[src/rtl/perfmon_pkg.sv]
package perfmon_pkg;

  localparam int CID_W  = 6;
  localparam int EV_NUM = 9;

  // event select codes (software visible)
  localparam int EV_GRANT     = 0;
  localparam int EV_READ      = 1;
  localparam int EV_WRITE     = 2;
  localparam int EV_TURN      = 3;
  localparam int EV_REPEAT    = 4;
  localparam int EV_BANK_AA   = 5;
  localparam int EV_BANK_BB   = 6;
  localparam int EV_PAGE_MISS = 7;
  localparam int EV_AUTOPRE   = 8;

  // register byte offsets
  localparam int OFS_GCTRL    = 'h90;
  localparam int OFS_LIMIT    = 'hA0;
  localparam int OFS_CYCLES   = 'hA4;
  localparam int OFS_CFG_BASE = 'hA8;
  localparam int OFS_CNT_BASE = 'hB8;

  typedef enum logic [1:0] {
    GCMD_RESET  = 2'd0,
    GCMD_CLEAR  = 2'd1,
    GCMD_FREEZE = 2'd2,
    GCMD_RUN    = 2'd3
  } gcmd_e;

  typedef struct packed {
    logic [1:0]       pfilt;
    logic             cfilt;
    logic [1:0]       psel;
    logic [7:0]       evsel;
    logic [CID_W-1:0] cid;
  } chan_cfg_t;

  function automatic chan_cfg_t cfg_from_word(input logic [31:0] w);
    chan_cfg_t c;
    c.cid   = w[13:8];
    c.evsel = w[23:16];
    c.psel  = w[25:24];
    c.cfilt = w[26];
    c.pfilt = w[29:28];
    return c;
  endfunction

  function automatic logic [31:0] cfg_to_word(input chan_cfg_t c);
    logic [31:0] w;
    w        = '0;
    w[13:8]  = c.cid;
    w[23:16] = c.evsel;
    w[25:24] = c.psel;
    w[26]    = c.cfilt;
    w[29:28] = c.pfilt;
    return w;
  endfunction

endpackage

[src/rtl/perfmon_satcnt.sv]
module perfmon_satcnt #(
  parameter int W = 32
) (
  input  logic         clk,
  input  logic         rst_n,
  input  logic         clr,
  input  logic         inc,
  input  logic [W-1:0] limit,
  output logic [W-1:0] cnt
);

  always_ff @(posedge clk) begin
    if (!rst_n || clr) begin
      cnt <= '0;
    end else if (inc && (cnt < limit)) begin
      cnt <= cnt + 1'b1;
    end
  end

endmodule

[src/rtl/perfmon_history.sv]
module perfmon_history
  import perfmon_pkg::*;
(
  input  logic             clk,
  input  logic             rst_n,
  input  logic             hist_clr,
  input  logic             grant,
  input  logic [CID_W-1:0] client,
  input  logic             is_write,
  input  logic             page_miss,
  input  logic             autopre,
  input  logic             bank_aa,
  input  logic             bank_bb,
  output logic [EV_NUM-1:0] ev_vec
);

  logic             prev_vld;
  logic [CID_W-1:0] prev_client;
  logic             prev_write;

  always_ff @(posedge clk) begin
    if (!rst_n || hist_clr) begin
      prev_vld    <= 1'b0;
      prev_client <= '0;
      prev_write  <= 1'b0;
    end else if (grant) begin
      prev_vld    <= 1'b1;
      prev_client <= client;
      prev_write  <= is_write;
    end
  end

  always_comb begin
    ev_vec               = '0;
    ev_vec[EV_GRANT]     = grant;
    ev_vec[EV_READ]      = grant && !is_write;
    ev_vec[EV_WRITE]     = grant && is_write;
    ev_vec[EV_TURN]      = grant && prev_vld && (is_write != prev_write);
    ev_vec[EV_REPEAT]    = grant && prev_vld && (client == prev_client);
    ev_vec[EV_BANK_AA]   = grant && bank_aa;
    ev_vec[EV_BANK_BB]   = grant && bank_bb;
    ev_vec[EV_PAGE_MISS] = grant && page_miss;
    ev_vec[EV_AUTOPRE]   = grant && autopre;
  end

endmodule

[src/rtl/perfmon_channel.sv]
module perfmon_channel
  import perfmon_pkg::*;
#(
  parameter int CNT_W = 32
) (
  input  logic              clk,
  input  logic              rst_n,
  input  chan_cfg_t         cfg,
  input  logic [EV_NUM-1:0] ev_vec,
  input  logic [CID_W-1:0]  client,
  input  logic              flag_hp,
  input  logic              flag_tm,
  input  logic              flag_bw,
  input  logic              count_en,
  input  logic              cnt_clr,
  output logic [CNT_W-1:0]  cnt
);

  logic ev_hit, cid_ok, pri_sig, pri_ok, bump;

  always_comb begin
    ev_hit = 1'b0;
    for (int k = 0; k < EV_NUM; k++) begin
      if (cfg.evsel == 8'(k)) ev_hit = ev_vec[k];
    end
  end

  assign cid_ok = !cfg.cfilt || (client == cfg.cid);

  always_comb begin
    case (cfg.psel)
      2'd0:    pri_sig = flag_hp;
      2'd1:    pri_sig = flag_tm;
      2'd2:    pri_sig = flag_bw;
      default: pri_sig = 1'b0;
    endcase
    case (cfg.pfilt)
      2'd1:    pri_ok = !pri_sig;
      2'd2:    pri_ok = pri_sig;
      default: pri_ok = 1'b1;
    endcase
  end

  assign bump = count_en && ev_hit && cid_ok && pri_ok;

  perfmon_satcnt #(.W(CNT_W)) u_cnt (
    .clk   (clk),
    .rst_n (rst_n),
    .clr   (cnt_clr),
    .inc   (bump),
    .limit ({CNT_W{1'b1}}),
    .cnt   (cnt)
  );

endmodule

[src/rtl/arb_perf_counters.sv]
module arb_perf_counters
  import perfmon_pkg::*;
#(
  parameter int NUM_CH = 2,
  parameter int CNT_W  = 32,
  parameter int ADDR_W = 12
) (
  input  logic              clk,
  input  logic              rst_n,
  input  logic              bus_wr,
  input  logic              bus_rd,
  input  logic [ADDR_W-1:0] bus_addr,
  input  logic [31:0]       bus_wdata,
  output logic [31:0]       bus_rdata,
  output logic              bus_rvalid,
  input  logic              arb_grant,
  input  logic [5:0]        arb_client,
  input  logic              arb_write,
  input  logic              arb_hp,
  input  logic              arb_tm,
  input  logic              arb_bw,
  input  logic              arb_page_miss,
  input  logic              arb_autopre,
  input  logic              arb_bank_aa,
  input  logic              arb_bank_bb
);

  localparam logic [ADDR_W-1:0] A_GCTRL  = ADDR_W'(OFS_GCTRL);
  localparam logic [ADDR_W-1:0] A_LIMIT  = ADDR_W'(OFS_LIMIT);
  localparam logic [ADDR_W-1:0] A_CYCLES = ADDR_W'(OFS_CYCLES);

  logic                            gather_en;
  logic [CNT_W-1:0]                clk_limit;
  logic [CNT_W-1:0]                clk_cnt;
  logic [NUM_CH-1:0][CNT_W-1:0]    ch_cnt;
  chan_cfg_t                       cfg_q [NUM_CH];
  logic [EV_NUM-1:0]               ev_vec;
  logic                            gwr;
  gcmd_e                           gcmd;
  logic                            cnt_clr;
  logic                            hist_clr;
  logic [31:0]                     rd_mux;

  // gather control
  assign gwr      = bus_wr && (bus_addr == A_GCTRL);
  assign gcmd     = gcmd_e'(bus_wdata[9:8]);
  assign cnt_clr  = gwr && ((gcmd == GCMD_RESET) || (gcmd == GCMD_CLEAR));
  assign hist_clr = gwr && (gcmd == GCMD_RESET);

  always_ff @(posedge clk) begin
    if (!rst_n) begin
      gather_en <= 1'b0;
    end else if (gwr) begin
      case (gcmd)
        GCMD_RUN:                gather_en <= 1'b1;
        GCMD_RESET, GCMD_FREEZE: gather_en <= 1'b0;
        default:                 gather_en <= gather_en;
      endcase
    end
  end

  always_ff @(posedge clk) begin
    if (!rst_n) begin
      clk_limit <= '1;
    end else if (bus_wr && (bus_addr == A_LIMIT)) begin
      clk_limit <= bus_wdata[CNT_W-1:0];
    end
  end

  perfmon_satcnt #(.W(CNT_W)) u_cycles (
    .clk   (clk),
    .rst_n (rst_n),
    .clr   (cnt_clr),
    .inc   (gather_en),
    .limit (clk_limit),
    .cnt   (clk_cnt)
  );

  perfmon_history u_hist (
    .clk       (clk),
    .rst_n     (rst_n),
    .hist_clr  (hist_clr),
    .grant     (arb_grant),
    .client    (arb_client),
    .is_write  (arb_write),
    .page_miss (arb_page_miss),
    .autopre   (arb_autopre),
    .bank_aa   (arb_bank_aa),
    .bank_bb   (arb_bank_bb),
    .ev_vec    (ev_vec)
  );

  for (genvar i = 0; i < NUM_CH; i++) begin : g_ch
    localparam logic [ADDR_W-1:0] A_CFG = ADDR_W'(OFS_CFG_BASE + 4 * i);

    always_ff @(posedge clk) begin
      if (!rst_n) begin
        cfg_q[i] <= '0;
      end else if (bus_wr && (bus_addr == A_CFG)) begin
        cfg_q[i] <= cfg_from_word(bus_wdata);
      end
    end

    perfmon_channel #(.CNT_W(CNT_W)) u_chan (
      .clk      (clk),
      .rst_n    (rst_n),
      .cfg      (cfg_q[i]),
      .ev_vec   (ev_vec),
      .client   (arb_client),
      .flag_hp  (arb_hp),
      .flag_tm  (arb_tm),
      .flag_bw  (arb_bw),
      .count_en (gather_en),
      .cnt_clr  (cnt_clr),
      .cnt      (ch_cnt[i])
    );
  end

  // read path
  always_comb begin
    rd_mux = '0;
    if (bus_addr == A_GCTRL)  rd_mux = {22'd0, 1'b1, gather_en, 8'd0};
    if (bus_addr == A_LIMIT)  rd_mux = 32'(clk_limit);
    if (bus_addr == A_CYCLES) rd_mux = 32'(clk_cnt);
    for (int k = 0; k < NUM_CH; k++) begin
      if (bus_addr == ADDR_W'(OFS_CFG_BASE + 4 * k)) rd_mux = cfg_to_word(cfg_q[k]);
      if (bus_addr == ADDR_W'(OFS_CNT_BASE + 4 * k)) rd_mux = 32'(ch_cnt[k]);
    end
  end

  always_ff @(posedge clk) begin
    if (!rst_n) begin
      bus_rvalid <= 1'b0;
      bus_rdata  <= '0;
    end else begin
      bus_rvalid <= bus_rd;
      if (bus_rd) bus_rdata <= rd_mux;
    end
  end

endmodule

[config.mk]
export PLATFORM = sky130hd
export DESIGN_NAME = arb_perf_counters
export DESIGN_NICKNAME = d
export VERILOG_FILES = /design/src/rtl/perfmon_pkg.sv /design/src/rtl/perfmon_satcnt.sv /design/src/rtl/perfmon_history.sv /design/src/rtl/perfmon_channel.sv /design/src/rtl/arb_perf_counters.sv
export SDC_FILE = /design/constraint.sdc
export NUM_CORES = 1
export LEC_CHECK = 0
export BUFFER_PORTS_ARGS = -buffer_cell sky130_fd_sc_hd__buf_2
export CAP_MARGIN = 20
export CORE_AREA = 8 8 167 169
export DETAILED_ROUTE_END_ITERATION = 6
export DIE_AREA = 0 0 175 177
export PLACE_DENSITY = 0.69
export SLEW_MARGIN = 30
export SYNTH_ARGS = -nofsm -noshare
export SYNTH_HDL_FRONTEND = slang
export SYNTH_SLANG_ARGS = --single-unit
[constraint.sdc]
create_clock -name clk -period 7.1 [get_ports clk]
set_input_delay 0.71 -clock clk [delete_from_list [all_inputs] [get_ports clk]]
set_output_delay 0.71 -clock clk [all_outputs]
set_load 0.05 [all_outputs]
==> flow_summary.json <==
{
  "status": "finished clean",
  "fin_crit_sh_pct": 50.3,
  "p_leak_uw": 0.00499,
  "antenna_found_initial": 1,
  "cts.repair.resized": 0,
  "htreeDepth": 1,
  "crit_path_end_kind": "register",
  "ios": 96,
  "slowest_delay_ps": 680,
  "maxSlewHeadroom_pct": 34.4,
  "fin_skew_ps": 24.3,
  "synth_nets": 1380,
  "clkSinkCount": 208,
  "drive_gt1_share_pct": 13.3,
  "min_from": "bus_wdata[5]",
  "cts_buffers": 24,
  "wl_um": 32700,
  "routedWlPerCell_um": 19.3,
  "crit_required_ps": 7560,
  "grt_pass1_wl_um": 51200,
  "seq_area_frac_synth_pct": 40.7,
  "avgSynthCellArea_sq_um": 8.73,
  "grt_pass1_vias": 9173,
  "reg2reg_to": "u_cycles.cnt[20]",
  "synth_top_area_share_pct": 30.5,
  "whs_endpoint": "clk_limit[5]",
  "regToRegStartpoint": "u_cycles.cnt[13]",
  "num_vias": 9760,
  "worstPathMaxFanout": 19,
  "clk_latency_ps": 530,
  "cts_tree": "yes",
  "start_util_pct": 43.9,
  "post_cts_buffers": 0,
  "core_sq_um": 25500,
  "place_congestion": 0.927,
  "die_height_um": 177,
  "hold_depth": 3,
  "tightest_slew_ps": 984,
  "setup_viol_count_final": 0,
  "synth_top_area_cell": "dfxtp_1",
  "grt.overflow.total": 0,
  "r2r_slack_ps": 3530,
  "die_x_um": 175,
  "fmax_ghz": 0.280,
  "post-route-min-period_ps": 3570,
  "async_flop_share_pct": 0,
  "grt_max_degree": 71,
  "slew_viol_final": 0,
  "num_rows": 59,
  "port_buffers": 95,
  "path_cells": "ha_1 > a211oi_1 > nor2_1 > or3_1 > a211oi_1 > o21a_1 > nand4_1 > or4_1 > a21oi_1",
  "antennaDiodeCount": 0,
  "holdCritPathClass": "in -> reg",
  "final_cells": 1693,
  "holdBufCountCts": 0,
  "p_total_uw": 2660,
  "drv_cap": 0,
  "hold_violations": 0,
  "drtPass1Iterations": 5,
  "critPathLaunchType": "register",
  "placed_cells": 1650,
  "syn_area_sq_um": 11200,
  "cts_buffer_depth": 3,
  "crit_type": "reg -> reg",
  "cpMostUsedCell": "a211oi_1",
  "synth.most_common_cell": "dfxtp_1",
  "setup_tns_ps": 0,
  "grt_usage_pct": 20.5,
  "reg2reg_depth": 9,
  "synth_cell_types": 64,
  "area_growth_pct": 13.3,
  "slowest_stage": "or4_1",
  "synth.area.top_cells": "dfxtp_1, edfxtp_1, ha_1",
  "place_hpwl_um": 24400,
  "synth_edf_count": 38,
  "ir_drop_mv": 0.161,
  "rsz0062_at_grt": "no",
  "layout.nets": 1442,
  "synthFlopType": "dfxtp_1",
  "drcViolationCount": 0,
  "cts_root_buf": "clkbuf_16",
  "cp.arrival_ps": 4030,
  "powerDensity_nw_per_um2": 211,
  "drtAntennaViolNets": 0,
  "synth-seq-cells": 208,
  "synth-warning-count": 0,
  "path_clk_slew_ps": 60,
  "fillers": 2429,
  "syn_inst": 1279,
  "die_area_sq_um": 31000,
  "drt_iter0_markers": 965,
  "vias_per_cell": 5.76,
  "synth_common_cells": "dfxtp_1, nor2_1, nand2_1"
}
where the power goes:
| part | leakage [uW] | internal (uW) | total (uW) | switching [uW] |
|---|---|---|---|---|
| clock network | 0.000385 | 738 | 1240 | 502 |
| logic | 0.00287 | 61.7 | 182 | 120 |
| registers | 0.00174 | 1220 | 1240 | 19.9 |
sequential cells by signal, summed over array words and instances (netlist names), 6 cells and up:
| register | flops |
|---|---|
| u_cycles.cnt | 32 |
| bus_rdata | 32 |
| cfg_q | 38 |
| clk_limit | 32 |
| g_ch.u_chan.u_cnt.cnt | 64 |
| u_hist.prev_client | 6 |
worst max-delay path by stage:
stage / from / end / slack (ps)
floorplan: bus_addr[9] / g_ch[1].u_chan.u_cnt.cnt[0] / 4220
global placement: bus_addr[4] / g_ch[1].u_chan.u_cnt.cnt[27] / 3380
detailed placement: bus_addr[4] / g_ch[1].u_chan.u_cnt.cnt[27] / 3320
CTS: u_cycles.cnt[13] / u_cycles.cnt[20] / 3570
global route: u_cycles.cnt[13] / u_cycles.cnt[20] / 3330
finish: u_cycles.cnt[13] / u_cycles.cnt[20] / 3530
cell type report:
type	instances	area, sq um	area share, %
multi-input combinational	953	6190	48.9
clock inverter	7	68.8	0.544
timing repair buffer	100	515	4.07
sequential	208	4540	35.9
clock buffer	36	719	5.68
inverter	54	203	1.60
tap	335	419	3.31
stage by stage:
stage	util, %	worst slack, ps	hold slack, ps	cell area [sq um]
after floorplan	-	4220	459	11200
after global routing	49.7	3330	423	12700
after CTS	49.7	3570	410	12700
final	49.7	3530	416	12700
after global placement	46.6	3380	478	11900
after detailed placement	46.6	3320	486	11900
placed cells by master (no fill, tap or decap), drive strengths merged, types with 39 or more instances in the layout:
master and instances:
a21oi 70, and2 43, buf 100, dfxtp 170
inv 55, mux2i 46, nand2 122, nand3 54
nor2 124, o21ai 86, or3 39
layer usage:
layer	GRT usage (%)	routed length (um)	vias up
met3	3.05	2220	53
met4	6.96	941	0
li1	-	-	4739
met1	27.6	14400	4675
met2	33.4	15100	293
met5	0	0	-
logic make-up (layout without fill, tap and decap cells):
| logic type | after synthesis | count (layout) | synth area share, % |
|---|---|---|---|
| buf+inv | 118 | 197 | 4.20 |
| flops | 208 | 208 | 40.7 |
| fa+ha+maj | 38 | 38 | 4.26 |
| xor+xnor | 59 | 59 | 4.63 |
| simple gates | 511 | 511 | 23.1 |
| mux | 74 | 74 | 7.85 |
| compound gates | 271 | 271 | 15.3 |
critical path, delay by kind of cell (launching register included):
family                   cells  cell delay, ps
AO/OA/AOI/OAI                4            1070
adder cells (fa/ha/maj)      1             290
flip-flops                   1             450
AND/OR/NAND/NOR              4            1690
Power figures use the tool's default switching activity.
